## config.mk

```make
export PLATFORM = sky130hd
export DESIGN_NAME = usbphy_pwrseq
export DESIGN_NICKNAME = d
export VERILOG_FILES = /design/src/rtl/usbpwr_pkg.sv /design/src/rtl/usbpwr_us_timer.sv /design/src/rtl/usbpwr_hs_timeout.sv /design/src/rtl/usbphy_pwrseq.sv
export SDC_FILE = /design/constraint.sdc
export NUM_CORES = 1
export LEC_CHECK = 0
export BUFFER_PORTS_ARGS = -buffer_cell sky130_fd_sc_hd__buf_2
export CORE_MARGIN = 3
export CORE_UTILIZATION = 59
export CTS_CLUSTER_SIZE = 20
export DETAILED_ROUTE_END_ITERATION = 16
export PLACE_DENSITY = 0.83
export SYNTH_ARGS = -nofsm -noshare
export SYNTH_HDL_FRONTEND = slang
export SYNTH_SLANG_ARGS = --single-unit
```

## constraint.sdc

```tcl
create_clock -name clk -period 3.1 [get_ports clk]
set_input_delay 0.155 -clock clk [delete_from_list [all_inputs] [get_ports clk]]
set_output_delay 0.155 -clock clk [all_outputs]
set_load 0.03 [all_outputs]
```

## src/rtl/usbpwr_pkg.sv

```systemverilog
package usbpwr_pkg;
  typedef enum logic [3:0] {
    S_IDLE, S_CTL_RST, S_CLK, S_IDDQ, S_TPD, S_PWR, S_TC,
    S_SSC, S_PREL, S_W_CTL, S_W_VBUS, S_W_DONE
  } seq_state_t;

  localparam logic [1:0] REFSEL_RST = 2'd0;
  localparam logic [1:0] REFSEL_PAD = 2'd2;
  localparam logic [1:0] REFSEL_INT = 2'd3;
endpackage

```

## src/rtl/usbpwr_us_timer.sv

```systemverilog
module usbpwr_us_timer #(
  parameter int CLK_PER_US = 200,
  parameter int WAIT_US    = 100
) (
  input  logic clk,
  input  logic rst,
  input  logic run,
  output logic expire
);
  localparam int PW = (CLK_PER_US > 1) ? $clog2(CLK_PER_US) : 1;
  localparam int UW = (WAIT_US > 1) ? $clog2(WAIT_US) : 1;
  localparam logic [PW-1:0] PRE_LAST = PW'(CLK_PER_US - 1);
  localparam logic [UW-1:0] US_LAST  = UW'(WAIT_US - 1);

  logic [PW-1:0] pre_q;
  logic [UW-1:0] us_q;
  logic          tick;

  assign tick   = run && (pre_q == PRE_LAST);
  assign expire = tick && (us_q == US_LAST);

  // Free-running while run is high; it wraps at expiry so back-to-back waits stay exact.
  always_ff @(posedge clk) begin
    if (rst || !run) begin
      pre_q <= '0;
      us_q  <= '0;
    end else begin
      pre_q <= tick ? '0 : pre_q + 1'b1;
      if (tick) us_q <= (us_q == US_LAST) ? '0 : us_q + 1'b1;
    end
  end

  p_us_range_r7: assert property (@(posedge clk) disable iff (rst)
    us_q <= US_LAST);
endmodule

```

## src/rtl/usbpwr_hs_timeout.sv

```systemverilog
module usbpwr_hs_timeout #(
  parameter int TIMEOUT = 1024
) (
  input  logic clk,
  input  logic rst,
  input  logic en,
  input  logic ack,
  output logic timeout
);
  localparam int CW = $clog2(TIMEOUT + 1);
  localparam logic [CW-1:0] LAST = CW'(TIMEOUT - 1);

  logic [CW-1:0] cnt_q;

  always_ff @(posedge clk) begin
    if (rst || !en) cnt_q <= '0;
    else if (cnt_q != LAST) cnt_q <= cnt_q + 1'b1;
  end

  assign timeout = en && !ack && (cnt_q == LAST);
endmodule

```

## src/rtl/usbphy_pwrseq.sv

```systemverilog
module usbphy_pwrseq
  import usbpwr_pkg::*;
#(
  parameter int CLK_PER_US = 200,
  parameter int WAIT_US    = 100,
  parameter int TC_TIMEOUT = 1024
) (
  input  logic       clk,
  input  logic       rst,
  input  logic       start,
  input  logic       shutdown,
  input  logic       clk_from_pad,
  input  logic       tc_ack,
  output logic       phy_rst_n,
  output logic       usb2_por_n,
  output logic       ctl_aux_rst_n,
  output logic       ctl_core_rst_n,
  output logic       iddq,
  output logic       test_pd,
  output logic       ana_pwr_en,
  output logic       pcs_pwr_stable,
  output logic       pma_pwr_stable,
  output logic [1:0] usb2_refsel,
  output logic       u3_pad_ref_en,
  output logic       pad_clk_en,
  output logic       tc_req,
  output logic       ssc_en,
  output logic       u3_vbus_ovr,
  output logic       u3_vbus_ovr_sel,
  output logic       u2_vbus_ovr,
  output logic       u2_vbus_ovr_sel,
  output logic       busy,
  output logic       done,
  output logic       err
);
  seq_state_t state_q;
  logic       dly_run, dly_exp, hs_tmo;

  assign dly_run = (state_q == S_W_CTL) || (state_q == S_W_VBUS) || (state_q == S_W_DONE);

  usbpwr_us_timer #(.CLK_PER_US(CLK_PER_US), .WAIT_US(WAIT_US)) u_timer (
    .clk(clk), .rst(rst), .run(dly_run), .expire(dly_exp));

  usbpwr_hs_timeout #(.TIMEOUT(TC_TIMEOUT)) u_hs (
    .clk(clk), .rst(rst), .en(state_q == S_TC), .ack(tc_ack), .timeout(hs_tmo));

  always_ff @(posedge clk) begin
    if (rst) begin
      state_q <= S_IDLE;
      phy_rst_n <= 1'b0; usb2_por_n <= 1'b0;
      ctl_aux_rst_n <= 1'b0; ctl_core_rst_n <= 1'b0;
      iddq <= 1'b1; test_pd <= 1'b1;
      ana_pwr_en <= 1'b0; pcs_pwr_stable <= 1'b0; pma_pwr_stable <= 1'b0;
      usb2_refsel <= REFSEL_RST; u3_pad_ref_en <= 1'b0; pad_clk_en <= 1'b0;
      tc_req <= 1'b0; ssc_en <= 1'b0;
      u3_vbus_ovr <= 1'b0; u3_vbus_ovr_sel <= 1'b0;
      u2_vbus_ovr <= 1'b0; u2_vbus_ovr_sel <= 1'b0;
      busy <= 1'b0; done <= 1'b0; err <= 1'b0;
    end else if (shutdown) begin
      state_q <= S_IDLE;
      phy_rst_n <= 1'b0; usb2_por_n <= 1'b0; pad_clk_en <= 1'b0;
      tc_req <= 1'b0; busy <= 1'b0; done <= 1'b0;
    end else begin
      case (state_q)
        S_IDLE: if (start) begin
          busy <= 1'b1; done <= 1'b0; err <= 1'b0;
          phy_rst_n <= 1'b0; usb2_por_n <= 1'b0;
          iddq <= 1'b1; test_pd <= 1'b1;
          ana_pwr_en <= 1'b0; pcs_pwr_stable <= 1'b0; pma_pwr_stable <= 1'b0;
          usb2_refsel <= REFSEL_RST; u3_pad_ref_en <= 1'b0; pad_clk_en <= 1'b0;
          ssc_en <= 1'b0;
          u3_vbus_ovr <= 1'b0; u3_vbus_ovr_sel <= 1'b0;
          u2_vbus_ovr <= 1'b0; u2_vbus_ovr_sel <= 1'b0;
          state_q <= S_CTL_RST;
        end
        S_CTL_RST: begin
          ctl_aux_rst_n <= 1'b0; ctl_core_rst_n <= 1'b0;
          state_q <= S_CLK;
        end
        S_CLK: begin
          usb2_refsel   <= clk_from_pad ? REFSEL_PAD : REFSEL_INT;
          u3_pad_ref_en <= clk_from_pad;
          pad_clk_en    <= clk_from_pad;
          state_q <= S_IDDQ;
        end
        S_IDDQ: begin iddq <= 1'b0; state_q <= S_TPD; end
        S_TPD:  begin test_pd <= 1'b0; state_q <= S_PWR; end
        S_PWR: begin
          ana_pwr_en <= 1'b1; pcs_pwr_stable <= 1'b1; pma_pwr_stable <= 1'b1;
          tc_req <= 1'b1;
          state_q <= S_TC;
        end
        S_TC: if (tc_ack) begin
          tc_req <= 1'b0; state_q <= S_SSC;
        end else if (hs_tmo) begin
          tc_req <= 1'b0; err <= 1'b1; busy <= 1'b0; state_q <= S_IDLE;
        end
        S_SSC:  begin ssc_en <= 1'b1; state_q <= S_PREL; end
        S_PREL: begin
          phy_rst_n <= 1'b1; usb2_por_n <= 1'b1; state_q <= S_W_CTL;
        end
        S_W_CTL: if (dly_exp) begin
          ctl_aux_rst_n <= 1'b1; ctl_core_rst_n <= 1'b1; state_q <= S_W_VBUS;
        end
        S_W_VBUS: if (dly_exp) begin
          u3_vbus_ovr <= 1'b1; u3_vbus_ovr_sel <= 1'b1;
          u2_vbus_ovr <= 1'b1; u2_vbus_ovr_sel <= 1'b1;
          state_q <= S_W_DONE;
        end
        S_W_DONE: if (dly_exp) begin
          done <= 1'b1; busy <= 1'b0; state_q <= S_IDLE;
        end
        default: state_q <= S_IDLE;
      endcase
    end
  end

  p_refsel_code_r3: assert property (@(posedge clk) disable iff (rst)
    usb2_refsel != 2'd1);
  p_phy_rel_ready_r5: assert property (@(posedge clk) disable iff (rst)
    $rose(phy_rst_n) |-> ssc_en && !iddq && !test_pd && pma_pwr_stable && !tc_req);
  p_req_hold_r5: assert property (@(posedge clk) disable iff (rst)
    tc_req && !tc_ack && !hs_tmo && !shutdown |=> tc_req);
  p_err_idle_r6: assert property (@(posedge clk) disable iff (rst)
    $rose(err) |-> !busy && !phy_rst_n && !ssc_en);
  p_ctl_after_phy_r7: assert property (@(posedge clk) disable iff (rst)
    $rose(ctl_core_rst_n) |-> phy_rst_n && usb2_por_n && ctl_aux_rst_n);
  p_vbus_after_ctl_r8: assert property (@(posedge clk) disable iff (rst)
    $rose(u3_vbus_ovr) |-> ctl_aux_rst_n && ctl_core_rst_n && u2_vbus_ovr_sel);
  p_done_busy_r9: assert property (@(posedge clk) disable iff (rst)
    !(done && busy));
  p_shutdown_r11: assert property (@(posedge clk) disable iff (rst)
    shutdown |=> !phy_rst_n && !usb2_por_n && !pad_clk_en && !busy && !done);
endmodule

```

==> impl_results.md <==
- Status: completed
- Post-CTS Setup Inserts: 0
- Initial antenna violation count: 0
- Switching part of the total: 21.0%
- Critical-path top delay cell: dfxtp_1
- Drt initial violations: 163
- Final wirelength: 4.97 mm
- Nets: 294
- Max frequency: 0.439 GHz
- Most frequent cell after synthesis: dfxtp_1
- Largest family of logic cells by synthesized area: simple AND/OR/NAND/NOR gates
- Crit path arrival time: 2520 ps
- Post-synthesis sequential area ratio: 39.4%
- Crit-path cells: nor2_1 > nor4_4 > or3b_1 > a21oi_1
- CP max FO: 21
- Setup TNS: 0 ps
- Core footprint: 0.00369 mm^2
- Die ar.: 0.00466 mm^2
- Synth area leader: dfxtp_1
- Pre-antenna DRT Iters: 4
- CP bufs+invs: 0
- Avg Cell Area, Syn: 8.57 um^2
- Placement Cell Area: 0.00239 mm^2
- Site Rows: 22
- # DRC: 0
- Vias: 2023
- EDFF count, synth: 0
- Layout area overhead: 9.68%
- Ranking of synthesized cells by area: dfxtp_1 39%, nor2_1 4.9%, a21oi_1 4.4%, nand3_1 3.5%, xor2_1 3.1%
- CTS tree: done
- CTS Buf Count: 5
- Post-route minimum period: 2280 ps
- Leakage power: 0.924 nW
- Hpwl dp: 3.54 mm
- Htree depth: 2
- Post-CTS sizing: 0
- P_int: 0.854 mW
- Filler cells: 311
- Startpoint types: register
- Final core utilization: 68.0%
- Multi-input logic area: 0.00126 mm^2
- Mapped cell area: 0.00229 mm^2
- Simple-Gate Fraction of Synth Area: 29.1%
- Predominant post-synthesis flop cell: dfxtp_1
- Comb power frac: 3.5%
- Peak supply drop: 0.339 mV
- Top-area cell type share of the netlist area: 39.4%
- Max-cap check violation count: 0
- Die H: 68.3 um
- Vias in the first global route: 1736
- HP Class: input pin to register
- Post-Syn Instances: 267
- Reg clk slew, reported paths: 90 ps
- WP data required: 3350 ps
- First-pass GRT wire length: 8.00 mm
- Max stage delay on crit path: 750 ps
- Synth Area in Compound Gates: 18.3%
- Worst slew pin tran: 677 ps
- Synth Register Bits: 45
- DR vias/cell: 6.06
- Clock sink total: 45
- Fraction of registers with async set/reset: 0%
- Layout cells sized above 1: 15.4%
- Clock Power Share: 42.5%
- Xor/xnor share of the synthesized area: 4.98%
- Clock Latency Late Sink: 310 ps
- Power per Cell Area: 431 mW/mm^2
- Mux cell area share after synthesis: 0.875%
- Post-synthesis net count: 276
- Clock skew: 13.6 ps
- Final Max Tran Viols: 0
- IO Pins: 28
- Hold buffer count at CTS: 0
- Reg area: 901 um^2
- Synth Area in Adders: 1.64%
- Final ANT Viol Nets: 0
- Grt total ovfl: 0
- Commonest cells post-synth: 45 x dfxtp_1, 30 x nor2_1, 20 x a21oi_1
- Die W: 68.3 um
- N_diodes: 0
- Final Power: 1.08 mW
- Final WS setup: 822 ps
- Port-buffer cells: 27
- Routed wire per std cell: 14.9 um
- CP Class: register to register
- Non-Filler Instances: 334
- CTS max path bufs: 2
- Largest net degree at the start of global routing: 22
- Crit-path leading delay family: simple AND/OR/NAND/NOR gates
- Clk root buf: clkbuf_8
- Place WS: 902 ps
- RePlAce Congestion: 0.940
- GRT Util Overall: 22.6%
- Net load switching power: 0.227 mW
- Cell variety after synth: 55
- Hold slack: 145 ps
- Sequential share of power: 54.0%
- Yosys warnings: 0
- Final period utilization: 73.5%
- Slew HR: 54.7%
- Placed insts: 326
- Final setup viols: 0
- Crit end category: register
- Initial core utilization: 62.0%
- RSZ-0062 raised after global routing: false
- Post-Layout Inst Area: 0.00251 mm^2
- Final Hold Viols: 0
[worst min-delay path: stages]
cell and delay [ps]:
buf_2 110, nand3_1 70, a21oi_1 60
[kinds of logic after synthesis]
group	after synthesis
xor+xnor	13
mux	2
fa+ha+maj	3
buf+inv	27
flops	45
simple gates	115
compound gates	62
[area by class of cell]
class	instances	share of cell area (%)
tap	48	2.39
multi-input combinational	195	50.0
sequential	45	35.9
clock buffer	7	3.44
timing repair buffer	27	5.38
inverter	11	1.65
clock inverter	1	1.20
[flip-flops by register name (all words and copies together), names as in the netlist]
| name | cells |
|---|---|
| state_q | 4 |
| ctl_core_rst_n | 1 |
| tc_req | 1 |
| ssc_en | 1 |
| test_pd | 1 |
| iddq | 1 |
| busy | 1 |
| done | 1 |
| pma_pwr_stable | 1 |
| u_timer.us_q | 7 |
| u2_vbus_ovr_sel | 1 |
| u_timer.pre_q | 8 |
| u_hs.cnt_q | 11 |
| pad_clk_en | 1 |
| usb2_por_n | 1 |
| usb2_refsel | 2 |
| u3_pad_ref_en | 1 |
| err | 1 |
[layer usage]
metal	global-route usage (%)	share of wire, %	vias up	wire length, um
met3	5.42	4.8	7	239
met1	31.2	47	961	2320
met4	6.95	1.4	0	72
li1	-	-	1006	-
met2	34.7	47	49	2340
met5	0	0	-	0
[path summary, 6_finish.rpt]
check	start	endpoint	slack (ps)	cells past startpoint
hold reg to reg	u_timer.pre_q[0]	u_timer.pre_q[0]	450	1
setup / recovery	state_q[1]	u_timer.us_q[4]	820	4
hold / removal	clk_from_pad	u3_pad_ref_en	150	3
setup reg to reg	state_q[1]	u_timer.us_q[4]	820	4
[placed cells by master (no fill, tap or decap), drive strengths merged, types with 7 or more instances in the layout]
master   n
clkbuf   7
dfxtp   45
buf     27
xor2     8
nand3   16
a21oi   20
nor2    30
and3     8
o21ai   11
nor3     8
inv     11
nand2   11
[power groups by stage]
stage / combinational (mW) / clock, mW / sequential [mW]
finish: 0.0376 / 0.459 / 0.584
global route: 0.0412 / 0.488 / 0.585
CTS: 0.0371 / 0.467 / 0.584
floorplan: 0.0244 / 0 / 0.597
detailed placement: 0.0366 / 0 / 0.598
global placement: 0.0368 / 0 / 0.598
Power figures use the tool's default switching activity.
